## src/rtl/bcs_pkg.sv

```systemverilog
package bcs_pkg;
   typedef enum logic {
      ORD_WRAP = 1'b0,
      ORD_XOR  = 1'b1
   } bcs_order_e;
endpackage

```

## src/rtl/bcs_mask_dec.sv

```systemverilog
module bcs_mask_dec #(
   parameter int BL_CODE_W = 2,
   parameter int OFS_W     = 3
) (
   input  logic [BL_CODE_W-1:0] code_i,
   output logic [OFS_W-1:0]     mask_o
);
   // bit i of the offset field takes part in the burst when code > i
   for (genvar gi = 0; gi < OFS_W; gi++) begin : g_bit
      assign mask_o[gi] = (int'(code_i) > gi);
   end
endmodule

```

## src/rtl/bcs_beat_ctr.sv

```systemverilog
module bcs_beat_ctr #(
   parameter int OFS_W = 3
) (
   input  logic             clk,
   input  logic             rst_n,
   input  logic             start_i,
   input  logic [OFS_W-1:0] mask_i,
   output logic [OFS_W-1:0] ctr_o,
   output logic [OFS_W-1:0] mask_o,
   output logic             active_o,
   output logic             last_o
);
   logic [OFS_W-1:0] ctr_q;
   logic [OFS_W-1:0] mask_q;
   logic             active_q;
   logic             at_end;

   assign at_end = active_q && (ctr_q == mask_q);

   always_ff @(posedge clk) begin
      if (!rst_n) begin
         ctr_q    <= '0;
         mask_q   <= '0;
         active_q <= 1'b0;
      end else if (start_i) begin
         ctr_q    <= '0;
         mask_q   <= mask_i;
         active_q <= 1'b1;
      end else if (active_q) begin
         if (at_end) begin
            active_q <= 1'b0;
            ctr_q    <= '0;
         end else begin
            ctr_q <= ctr_q + 1'b1;
         end
      end
   end

   assign ctr_o    = ctr_q;
   assign mask_o   = mask_q;
   assign active_o = active_q;
   assign last_o   = at_end;
endmodule

```

## src/rtl/bcs_addr_gen.sv

```systemverilog
module bcs_addr_gen
   import bcs_pkg::*;
#(
   parameter int COL_W = 10,
   parameter int OFS_W = 3
) (
   input  logic [COL_W-1:0] base_i,
   input  logic [OFS_W-1:0] ctr_i,
   input  logic [OFS_W-1:0] mask_i,
   input  bcs_order_e       order_i,
   output logic [COL_W-1:0] col_o
);
   logic [OFS_W-1:0] wrap_sum;
   logic [OFS_W-1:0] xor_mix;

   // carries out of the burst field are dropped per bit by the mask below
   assign wrap_sum = base_i[OFS_W-1:0] + ctr_i;
   assign xor_mix  = base_i[OFS_W-1:0] ^ ctr_i;

   for (genvar gi = 0; gi < OFS_W; gi++) begin : g_ofs
      always_comb begin
         if (!mask_i[gi])
            col_o[gi] = base_i[gi];
         else if (order_i == ORD_XOR)
            col_o[gi] = xor_mix[gi];
         else
            col_o[gi] = wrap_sum[gi];
      end
   end

   if (COL_W > OFS_W) begin : g_upper
      assign col_o[COL_W-1:OFS_W] = base_i[COL_W-1:OFS_W];
   end
endmodule

```

## src/rtl/bcs_sequencer.sv

```systemverilog
module bcs_sequencer
   import bcs_pkg::*;
#(
   parameter int COL_W     = 10,
   parameter int BL_CODE_W = 2
) (
   input  logic                 clk,
   input  logic                 rst_n,
   input  logic                 start_i,
   input  logic [COL_W-1:0]     col_i,
   input  logic [BL_CODE_W-1:0] bl_code_i,
   input  logic                 ilv_i,
   output logic [COL_W-1:0]     col_o,
   output logic                 valid_o,
   output logic                 last_o
);
   localparam int OFS_W = (1 << BL_CODE_W) - 1;

   if (BL_CODE_W < 1 || BL_CODE_W > 3) begin : g_bad_code_w
      $error("bcs_sequencer: BL_CODE_W must lie in 1..3");
   end
   if (COL_W <= OFS_W) begin : g_bad_col_w
      $error("bcs_sequencer: COL_W must exceed the widest burst field");
   end

   logic [OFS_W-1:0] mask_in;
   logic [OFS_W-1:0] mask_cur;
   logic [OFS_W-1:0] ctr;
   logic [COL_W-1:0] base_q;
   bcs_order_e       order_q;

   bcs_mask_dec #(.BL_CODE_W(BL_CODE_W), .OFS_W(OFS_W)) i_mask_dec (
      .code_i (bl_code_i),
      .mask_o (mask_in)
   );

   always_ff @(posedge clk) begin
      if (!rst_n) begin
         base_q  <= '0;
         order_q <= ORD_WRAP;
      end else if (start_i) begin
         base_q  <= col_i;
         order_q <= bcs_order_e'(ilv_i);
      end
   end

   bcs_beat_ctr #(.OFS_W(OFS_W)) i_beat_ctr (
      .clk      (clk),
      .rst_n    (rst_n),
      .start_i  (start_i),
      .mask_i   (mask_in),
      .ctr_o    (ctr),
      .mask_o   (mask_cur),
      .active_o (valid_o),
      .last_o   (last_o)
   );

   bcs_addr_gen #(.COL_W(COL_W), .OFS_W(OFS_W)) i_addr_gen (
      .base_i  (base_q),
      .ctr_i   (ctr),
      .mask_i  (mask_cur),
      .order_i (order_q),
      .col_o   (col_o)
   );
endmodule

```

## config.mk

```make
export PLATFORM = sky130hd
export DESIGN_NAME = bcs_sequencer
export DESIGN_NICKNAME = d
export VERILOG_FILES = /design/src/rtl/bcs_pkg.sv /design/src/rtl/bcs_mask_dec.sv /design/src/rtl/bcs_beat_ctr.sv /design/src/rtl/bcs_addr_gen.sv /design/src/rtl/bcs_sequencer.sv
export SDC_FILE = /design/constraint.sdc
export NUM_CORES = 1
export LEC_CHECK = 0
export ABC_AREA = 0
export BUFFER_PORTS_ARGS = -buffer_cell sky130_fd_sc_hd__buf_4
export CORE_MARGIN = 2
export CORE_UTILIZATION = 53
export DETAILED_ROUTE_END_ITERATION = 7
export GPL_TIMING_DRIVEN = 0
export PLACE_DENSITY_LB_ADDON = 0.08
export SLEW_MARGIN = 20
export SYNTH_ARGS = -nofsm -noshare
export SYNTH_HDL_FRONTEND = slang
export SYNTH_SLANG_ARGS = --single-unit
```

## constraint.sdc

```tcl
create_clock -name clk -period 3.27 [get_ports clk]
set_input_delay 0.327 -clock clk [delete_from_list [all_inputs] [get_ports clk]]
set_output_delay 0.327 -clock clk [all_outputs]
set_load 0.05 [all_outputs]
```

After elaboration in Yosys (flattened, before gate mapping):

Cells that the tools add are included.

* output and inout port bits: 12
* input port bits: 16
* word-level logic and storage cells: 25
* register bits after elaboration: 18

* multiplexer cells: 10
* bitwise gates (word level): 2
* reduce and logical (&&, ||, !) cells: 2
* eq/ne operators: 1
* add/subtract/negate cells: 2
* $lt $le $gt $ge: 3

Operators with widths (count)
* 1-bit 2-to-1 mux: 9
* 2-bit by 1-bit greater-than comparator with 1-bit output (second input constant): 2
* 3-bit by 1-bit adder with 3-bit output (second input constant): 1
* 3-bit adder: 1
* 3-bit equality test: 1
* 3-bit 2-to-1 mux: 1
* 3-bit bitwise XOR: 1
* 2-bit greater-than comparator (second input constant): 1
* 2-bit OR reduction: 1
* 1-bit logical AND: 1
* 1-bit NOT: 1

Longest topological paths before layout:

Gate-level depths: netlist of run 1.

* depth after elaboration: 5
* mapped depth: 6

By module:

Synthesis of run 1 repeated with hierarchy kept, for this count alone.

* cells, all modules: 97
* area, all modules: 968.4 sq um

By module, submodules not included
* bcs_sequencer: instances 1, area an instance 414.1 sq um, cells an instance 35, seq. area each 220.2 sq um
* bcs_beat_ctr: instances 1, area an instance 365.4 sq um, cells an instance 40, seq. area each 140.1 sq um
* bcs_addr_gen: instances 1, area an instance 171.4 sq um, cells an instance 19, seq. area each 0.0 sq um
* bcs_mask_dec: instances 1, area an instance 17.5 sq um, cells an instance 3, seq. area each 0.0 sq um

Worst setup path before layout of run 1:

Ideal clock, no wire load.

* path type: flip-flop to output port
* start: register i_beat_ctr.ctr_q[0], in the netlist i_beat_ctr.ctr_o[0]
* end: output col_o[2]
* stages on the path, launching flop included: 7
* data required time: 2.943 ns
* arrival: 1.982 ns
* setup slack: 0.961 ns
* path through: dfxtp_1 ha_1 fa_1 nand2b_1 xnor2_1 nand2_1 xnor2_1

* cells in the longest elaborated chain, start to end: 3

Ends and longest elaborated chain
* start: declaration: line bcs_beat_ctr.sv:13 `logic [OFS_W-1:0] ctr_q;`
* start signal: assignment: line bcs_beat_ctr.sv:34 `ctr_q <= ctr_q + 1'b1;`
* 3-bit adder: line bcs_addr_gen.sv:17 `assign wrap_sum = base_i[OFS_W-1:0] + ctr_i;`
* 1-bit 2-to-1 mux: line bcs_addr_gen.sv:24 `else if (order_i == ORD_XOR)`
* 1-bit 2-to-1 mux: line bcs_addr_gen.sv:22 `if (!mask_i[gi])`
* end: declaration: line bcs_sequencer.sv:13 `output logic [COL_W-1:0] col_o,`

No other way between the ends.

Worst setup path after layout of run 1:

Ends and elaborated chain as after synthesis.

==> results.json, run 1 <==
{
  "status": "completed",
  "rr_endpoint": "i_beat_ctr.ctr_o[0]$_SDFFE_PP0P_",
  "critPathCaptureType": "output pin",
  "fillers": 131,
  "clock_sinks": 18,
  "worstPathRequired_ns": 2.94,
  "cts_buffers": 3,
  "fin_crit_sh_pct": 68.16,
  "yosysTopAreaCell": "dfxtp_1",
  "yosysTopAreaCellShare_pct": 39.67,
  "grt-ovfl-total": 0,
  "clockBufferDepth": 2,
  "internal-power_uw": 328.2,
  "powerDensity_mw_per_mm2": 411.7,
  "drt-initial-drc-count": 7,
  "antenna_found_initial": 0,
  "clk_pin_slew_ns": 0.10,
  "slew_violations": 0,
  "rsz0062_at_grt": "no",
  "fp.coreArea_mm2": 0.001559,
  "diodes": 0,
  "pre_cts_slack_ns": 1.376,
  "die_w_um": 45.40,
  "ctsHoldBuffers": 0,
  "grt_max_degree": 11,
  "cts_max_level": 1,
  "hold_path_class": "in2reg",
  "finalClockSkew_ns": 0.003822,
  "p_sw_uw": 143.7,
  "start_util_pct": 58.27,
  "hold_start": "col_i[7]",
  "crit_fanout": 5,
  "drc": 0,
  "fin_crit_ns": 2.229,
  "dieArea_mm2": 0.002061,
  "nets": 143,
  "dr.pass1.iters": 4,
  "seq_power_share_pct": 51.1,
  "multi_input_area_um2": 479.2,
  "synth_nets": 112,
  "cp_data_arrival_time_ns": 1.90,
  "drt-wirelength-per-cell_um": 11.92,
  "grt_pass1_wl_um": 2601,
  "syn_area_um2": 908.4,
  "path_class": "reg2out",
  "ys_types": 24,
  "die_y_um": 45.40,
  "setup_viol": 0,
  "dpl.hpwl_um": 1248,
  "ys_top_cells_by_area": "dfxtp_1 (40%), mux2i_1 (14%), nor2b_1 (8.3%), buf_4 (6.6%), xnor2_1 (4.8%)",
  "setup_tns_ns": 0,
  "ys_ff_latch": 18,
  "drive_above_1_share_pct": 33.88,
  "maxCapViolCount": 0,
  "seq_area_um2": 360.3,
  "fmax_ghz": 0.4487,
  "layout-area-overhead-vs-synth_pct": 26.17,
  "reg2reg_from": "i_beat_ctr.ctr_o[1]$_SDFFE_PP0P_",
  "place.gp.congestion": 0.7686,
  "avgViaCountPerCell": 5.080,
  "place.port_buffers": 26,
  "cts_resized": 0,
  "num_rows": 14,
  "leakage_uw": 0.0005330,
  "ff2ff_path_depth": 4,
  "slew-limit-headroom_pct": 76.79,
  "final_util_pct": 73.52,
  "grtUsageTotal_pct": 17.70,
  "worst-r2r-setup-slack_ns": 1.92,
  "power_frac_comb_pct": 25.2,
  "crit_path_start_kind": "flop",
  "synth_warnings": 0,
  "avgSynthCellArea_um2": 9.874,
  "synthCells": 92,
  "ir_worst_vdd_v": 0.0002953,
  "timing.final.ws_setup_ns": 1.041,
  "postRouteAntennaNets": 0,
  "yosysSeqAreaShare_pct": 39.67,
  "grt_pass1_vias": 630,
  "routed_wl_um": 1633,
  "worstMarginPinSlew_ns": 0.3481,
  "p_sw_share_pct": 30.45,
  "cts_tree": "built",
  "cts_setup_buffers": 0,
  "p_clk_share_pct": 23.7,
  "io_pins": 28,
  "root_buffer": "clkbuf_4",
  "min_to": "base_q[7]$_SDFFE_PN0P_",
  "clock_latency_ns": 0.30,
  "holdPathStages": 3,
  "finalHoldViolCount": 0,
  "vias": 696
}
synthesized netlist by cell type:
library cell and instances:
dfxtp_1 18, mux2i_1 13, nor2b_1 12, buf_4 8, a21oi_1 5, nand2_1 5
nand2b_1 5, xnor2_1 5, ha_1 3, nor2_1 3, o21ai_0 2, a21boi_0 1
a31oi_1 1, and2_2 1, and3_4 1, buf_2 1, clkbuf_1 1, fa_1 1
mux2_2 1, nand3_1 1, nand3b_1 1, nor3_1 1, nor4_1 1, or3b_1 1
registers in the layout, indices dropped and copies added (netlist names):
| register | cells |
|---|---|
| base_q | 10 |
| i_beat_ctr.active_o | 1 |
| i_beat_ctr.ctr_o | 3 |
| i_beat_ctr.mask_o | 3 |
| order_q | 1 |
layout make-up:
type / instances / share of cell area, %
tap: 16 / 1.747
clock buffer: 3 / 1.965
multi-input combinational: 64 / 41.81
sequential: 18 / 31.44
timing repair buffer: 26 / 17.03
buffer: 10 / 6.004
worst max-delay path: stages, from the launching register on:
cell and delay, ns:
dfxtp_1 0.37, ha_1 0.23, fa_1 0.37, nand2b_1 0.09, xnor2_1 0.11, nand2_1 0.08, xnor2_1 0.13, buf_4 0.21
logic make-up (layout without fill, tap and decap cells):
family / after synthesis / count (layout) / share of synthesized area (%)
and+or+nand+nor: 32 / 32 / 20.66
DFF: 18 / 18 / 39.67
muxes: 14 / 14 / 15.56
buffers and inverters: 10 / 39 / 7.575
AOI/OAI and AO/OA: 9 / 9 / 5.372
xor gates and xnor gates: 5 / 5 / 4.821
adders and majority gates: 4 / 4 / 6.337
through the flow:
| stage | total power (µW) | std cells | area (µm²) | hold WS, ns |
|---|---|---|---|---|
| finish | 471.8 | 137 | 1146 | 0.2831 |
| global route | 489.9 | 137 | 1146 | 0.2986 |
| CTS | 472.3 | 137 | 1146 | 0.2858 |
| detailed placement | 365.6 | 134 | 1124 | 0.5097 |
| global placement | 362.7 | 134 | 1124 | 0.4973 |
| floorplan | 327.9 | 92 | 908.4 | 0.4552 |
layout by cell type, fill, tap and decap left out, types with 2 or more instances in the layout:
cell type,instances
o21ai_0,2
mux2i_1,13
dfxtp_1,18
clkbuf_4,3
nand2b_1,5
ha_1,3
xnor2_1,5
a21oi_1,5
buf_4,34
nor2b_1,12
nor2_1,3
nand2_1,5
metal layers:
metal  GRT usage (%)  up-vias  wire [µm]
met4           8.824        0         31
met2           31.27       17        795
li1                -      358          -
met5               0        -          0
met1           20.60      316        742
met3           2.381        5         63
power groups by stage:
stage          registers (µW)  clock network (µW)  logic, µW
6_report                  241                 112        119
3_5_place_dp              246                   0        119
5_1_grt                   243                 119        128
3_3_place_gp              246                   0        117
2_1_floorplan             248                   0       80.3
4_1_cts                   241                 111        120
how the worst max path moves through the flow:
stage	start	endpoint	slack (ns)
finish	i_beat_ctr.ctr_o[0]$_SDFFE_PP0P_	col_o[2]	1.04
global route	i_beat_ctr.ctr_o[0]$_SDFFE_PP0P_	col_o[2]	0.94
CTS	i_beat_ctr.ctr_o[0]$_SDFFE_PP0P_	col_o[2]	1.03
detailed placement	i_beat_ctr.ctr_o[0]$_SDFFE_PP0P_	col_o[2]	1.38
global placement	i_beat_ctr.ctr_o[0]$_SDFFE_PP0P_	col_o[2]	1.37
floorplan	i_beat_ctr.ctr_o[0]$_SDFFE_PP0P_	col_o[2]	0.96
(Power assumes the default switching activity.)
==> inputs of run 2 (changes only) <==
- ABC_AREA: 0 -> 1
- CORE_UTILIZATION: 53 -> 48
- clock period: 3.27 -> 2.09 ns (I/O delays scaled with it)
==> results.json, run 2 <==
{
  "rr_endpoint": "i_beat_ctr.ctr_o[2]$_SDFFE_PP0P_",
  "worstMarginPinSlew_ns": 0.2438,
  "avgViaCountPerCell": 4.799,
  "drt-initial-drc-count": 8,
  "max_stage_delay_ns": 0.52,
  "yosysTopAreaCell": "dfxtp_1",
  "grt-ovfl-total": 0,
  "fin_crit_ns": 1.980,
  "synthCells": 112,
  "diodes": 0,
  "routed_wl_um": 1694,
  "maxCapViolCount": 0,
  "drc": 0,
  "worstPathRequired_ns": 1.88,
  "path_delay_family": "adder cells",
  "worst-r2r-setup-slack_ns": 1.01,
  "clockBufferDepth": 2,
  "cpMostUsedCell": "o21ai_1",
  "yosysTopAreaCellShare_pct": 41.68,
  "dpl.hpwl_um": 1320,
  "clock_latency_ns": 0.29,
  "cp_data_arrival_time_ns": 1.77,
  "leakage_uw": 0.0005656,
  "grt_pass1_vias": 710,
  "final_common_cell": "buf_4",
  "rsz0062_at_grt": "no",
  "slew-limit-headroom_pct": 83.63,
  "cp_slowest_cell": "fa_2",
  "ys_ff_latch": 18,
  "synthAdderAreaFrac_pct": 6.657,
  "avgSynthCellArea_um2": 7.719,
  "synth_top_family_by_area": "simple AND/OR/NAND/NOR gates",
  "dr.pass1.iters": 4,
  "dieArea_mm2": 0.002157,
  "multi_input_area_um2": 409.1,
  "grt_max_degree": 11,
  "cts_buffers": 3,
  "setup_viol": 0,
  "synth_compound_area_share_pct": 16.79,
  "syn_area_um2": 864.6,
  "min_to": "base_q[1]$_SDFFE_PN0P_",
  "place.port_buffers": 27,
  "setup_tns_ns": 0,
  "fin_crit_sh_pct": 94.74,
  "synth_edf_count": 0,
  "powerDensity_mw_per_mm2": 672.2,
  "cts_max_level": 1,
  "timing.final.ws_setup_ns": 0.1099,
  "status": "completed",
  "crit_start": "i_beat_ctr.ctr_o[0]$_SDFFE_PP0P_",
  "seq_area_um2": 364.1,
  "place.gp.congestion": 0.7996,
  "ys_types": 21,
  "num_rows": 15,
  "finalHoldViolCount": 0,
  "synth_xor_area_share_pct": 2.026,
  "fmax_ghz": 0.5050,
  "antenna_found_initial": 0,
  "critPathCaptureType": "output pin",
  "hold_path_class": "in2reg",
  "drt-wirelength-per-cell_um": 10.02,
  "clk_pin_slew_ns": 0.10,
  "root_buffer": "clkbuf_4",
  "synthFlopType": "dfxtp_1",
  "hold_start": "col_i[1]",
  "ys_top_cells_by_area": "dfxtp_1 (42%), o21ai_0 (9.3%), nor2_1 (9.1%), buf_4 (6.1%), nand2_1 (4.8%)",
  "yosysSeqAreaShare_pct": 41.68,
  "io_pins": 28,
  "reg2reg_from": "i_beat_ctr.ctr_o[0]$_SDFFE_PP0P_",
  "start_util_pct": 50.62,
  "crit_fanout": 4,
  "grt_pass1_wl_um": 2822,
  "synth_common_cells": "nor2_1 (21), dfxtp_1 (18), o21ai_0 (16)",
  "nets": 165,
  "grtUsageTotal_pct": 18.66,
  "finalClockSkew_ns": 0.003036,
  "max_flop_register": "base_q",
  "ir_worst_vdd_v": 0.0004957,
  "synth_warnings": 0,
  "slew_violations": 0,
  "die_w_um": 46.44,
  "drive_above_1_share_pct": 38.89,
  "holdPathStages": 3,
  "fp.coreArea_mm2": 0.001708,
  "vias": 811,
  "layout_common_cells": "buf_4 (34), nor2_1 (21), dfxtp_1 (17)",
  "cts_tree": "built",
  "ys_async_sr_fraction_pct": 0,
  "fillers": 161,
  "layout-area-overhead-vs-synth_pct": 35.02,
  "path_cells": "ha_4 > fa_2 > o21ai_1 > o21ai_1 > buf_6",
  "synthMuxAreaShare_pct": 0,
  "yosys.area_share.simple_pct": 19.83,
  "cp.buffers_inverters": 1,
  "crit_path_start_kind": "flop",
  "die_y_um": 46.44,
  "pre_cts_slack_ns": 0.3405,
  "postRouteAntennaNets": 0,
  "yosysMostFrequentCell": "nor2_1",
  "path_class": "reg2out",
  "clock_sinks": 18,
  "ff2ff_path_depth": 6,
  "largest_reg_flops": 10,
  "synth_nets": 132
}
run 2: changes by cell type in the layout (fill, tap and decap cells not counted), sizes merged, moves of 5 or more:
cell / change
nand2b: -5
mux2i: -13
nand2: +10
nor2: +18
inv: +12
nor2b: -12
o21ai: +14
run 2: per-stage QoR:
stage               hold slack, ns  cell area [µm²]  util, %  power, µW  cells
floorplan                   0.3439            864.6        -      510.8    112
global route                0.1334             1167    68.35      826.6    169
detailed placement          0.4368             1099    64.32      574.1    164
global placement            0.4290             1099    64.32      570.8    164
CTS                         0.1195             1136    66.52      794.1    168
finish                      0.1296             1167    68.35      784.7    169
run 2: cell families after synthesis:
logic type                 count (synthesis)
xor gates and xnor gates                   2
DFF                                       18
and+or+nand+nor                           40
buffers and inverters                     22
AOI/OAI and AO/OA                         26
adders and majority gates                  4
run 2: layout make-up:
class | instances | share of cell area (%)
Buffer | 10 | 5.788
Clock buffer | 4 | 3.108
Inverter | 12 | 3.859
Multi-Input combinational cell | 72 | 35.05
Sequential cell | 18 | 31.19
Tap cell | 25 | 2.680
Timing Repair Buffer | 28 | 18.33
run 2: worst max path at each step:
stage,to,slack (ns),depth (start not counted)
finish,col_o[1],0.11,5
floorplan,col_o[2],0.01,5
CTS,col_o[2],0.004,7
global placement,col_o[2],0.37,7
global route,col_o[2],0.02,7
detailed placement,col_o[2],0.34,7
run 2: metal layers:
metal  vias to the layer above  global-route usage [%]  wire length [µm]
li1                        421                       -                 -
met1                       372                   22.01               735
met2                        18                   33.06               863
met3                         0                   7.059                95
met4                         0                   1.714                 0
met5                         -                       0                 0
run 2: worst register-to-register path, cell delays in order (launching register included):
cell      delay [ns]
dfxtp_4         0.38
buf_4           0.13
ha_1            0.18
nand2_1         0.09
a21oi_1         0.07
o211ai_1        0.09
inv_1           0.05
run 2: repair_timing:
item,in CTS,in global routing
setup buffers,0,1
hold buffers,0,0
resized for setup,1,8
hold endpoints to repair,0,0
setup endpoints to repair,1,1
pin swaps,0,4
run 2: where the power goes:
| group | switching, µW | internal [µW] | total, µW |
|---|---|---|---|
| combinational | 115 | 76.6 | 192 |
| clock | 110 | 106 | 216 |
| sequential | 14.6 | 362 | 377 |
| total | 240 | 545 | 785 |
==> inputs of run 3 (changes only) <==
- CORE_MARGIN: 2 -> 8
==> results.json, run 3 (synthesis gave the netlist of run 2 again) <==
{
  "stdcell_area_mm2": 0.001141,
  "setup_viol": 0,
  "crit_fanout": 2,
  "dr.pass1.iters": 4,
  "critPathCaptureType": "output pin",
  "worstPathRequired_ns": 1.88,
  "slew_violations": 0,
  "avgViaCountPerCell": 4.679,
  "root_buffer": "clkbuf_4",
  "ir_worst_vdd_v": 0.0003842,
  "layout-area-overhead-vs-synth_pct": 31.98,
  "rsz0062_at_grt": "no",
  "cp_data_arrival_time_ns": 1.75,
  "clk_pin_slew_ns": 0.10,
  "finalHoldViolCount": 0,
  "cts_buffers": 3,
  "start_util_pct": 50.62,
  "fillers": 157,
  "worstMarginPinSlew_ns": 0.2554,
  "antenna_found_initial": 0,
  "drt-wirelength-per-cell_um": 11.70,
  "dieArea_mm2": 0.003415,
  "finalClockSkew_ns": 0.008055,
  "clock_sinks": 18,
  "maxCapViolCount": 0,
  "cp_slowest_cell": "dfxtp_2",
  "leakage_uw": 0.0005575,
  "cts_max_level": 1,
  "grt_max_degree": 11,
  "clockBufferDepth": 2,
  "drt-initial-drc-count": 4,
  "drive_above_1_share_pct": 38.46,
  "die_w_um": 58.44,
  "fin_crit_sh_pct": 93.67,
  "fp.coreArea_mm2": 0.001708,
  "postRouteAntennaNets": 0,
  "clock_latency_ns": 0.29,
  "finalPower_uw": 737.9,
  "seq_area_um2": 361.6,
  "post_dp_cell_area_mm2": 0.001099,
  "status": "completed",
  "path_cells": "ha_2 > fa_2 > nand2_2 > a21oi_1 > o21ai_0 > xnor2_1 > buf_4",
  "nets": 165,
  "multi_input_area_um2": 399.1,
  "slew-limit-headroom_pct": 82.95,
  "max_stage_delay_ns": 0.34,
  "place.gp.congestion": 0.7784,
  "routed_wl_um": 1966,
  "vias": 786,
  "dp.cells": 164,
  "setup_tns_ns": 0,
  "fin_cells": 168,
  "grt_pass1_vias": 798,
  "path_class": "reg2out",
  "fmax_ghz": 0.5108,
  "final_common_cell": "buf_4",
  "powerDensity_mw_per_mm2": 646.7,
  "die_y_um": 58.44,
  "drc": 0,
  "cp.buffers_inverters": 1,
  "place.port_buffers": 27,
  "ctsHoldBuffers": 0,
  "dpl.hpwl_um": 1552,
  "grt-ovfl-total": 0,
  "grtUsageTotal_pct": 12.60,
  "crit_path_start_kind": "flop",
  "hold_path_class": "in2reg",
  "layout_common_cells": "buf_4 (34), nor2_1 (21), dfxtp_1 (17)",
  "fin_crit_ns": 1.958,
  "cts_tree": "built",
  "diodes": 0,
  "path_delay_family": "adder cells",
  "grt_pass1_wl_um": 3429,
  "io_pins": 28,
  "largest_reg_flops": 10,
  "max_flop_register": "base_q",
  "num_rows": 15
}
==> run 3: worst paths after layout <==
path	depth (start not counted)	slack (ns)	end	from
worst min register to register	2	0.51	base_q[8]$_SDFFE_PN0P_	base_q[8]$_SDFFE_PN0P_
worst max register to register	7	0.97	i_beat_ctr.ctr_o[2]$_SDFFE_PP0P_	i_beat_ctr.ctr_o[0]$_SDFFE_PP0P_
worst min-delay path	3	0.13	base_q[2]$_SDFFE_PN0P_	col_i[2]
worst max-delay path	7	0.13	col_o[2]	i_beat_ctr.ctr_o[0]$_SDFFE_PP0P_
==> run 3: repair_timing <==
item / in CTS / in global routing
setup buffers: 0 / 1
setup endpoints to repair: 1 / 2
resized for setup: 1 / 4
endpoints found under the hold margin: 0 / 0
pin swaps: 0 / 2
==> run 3: worst reg2reg max path, cell delays in order, from the launching register on <==
cell	delay, ns
dfxtp_2	0.34
buf_4	0.14
inv_1	0.12
nand2_2	0.06
nand2_2	0.08
nand4_1	0.13
o211ai_1	0.11
inv_1	0.05
==> run 3: final cells by class <==
class / instances / share of cell area (%)
multi-input combinational: 72 / 34.98
sequential: 18 / 31.69
timing repair buffer: 28 / 18.75
buffer: 10 / 5.921
inverter: 12 / 3.947
tap: 25 / 2.741
clock buffer: 3 / 1.974
==> run 3: routing by layer <==
layer  vias to the layer above  GRT usage [%]  part of all wire [%]
met5                         -              0                     0
met4                         0          2.098                  0.61
met3                         2          5.217                   6.0
met2                        14          22.52                    53
met1                       355          13.62                    40
li1                        415              -                     -
==> run 3: power breakdown <==
group          total [µW]  internal [µW]  switching (µW)
combinational         194           76.3             118
sequential            377            363            13.6
clock                 167           67.0             100
==> run 3: through the flow <==
step | hold slack (ns) | utilization (%) | setup slack [ns]
floorplan | 0.3439 | - | 0.01468
global placement | 0.4298 | 64.32 | 0.3685
detailed placement | 0.4356 | 64.32 | 0.3283
CTS | 0.1295 | 65.71 | 0.004001
global route | 0.1335 | 66.81 | 0.006356
finish | 0.1341 | 66.81 | 0.1324
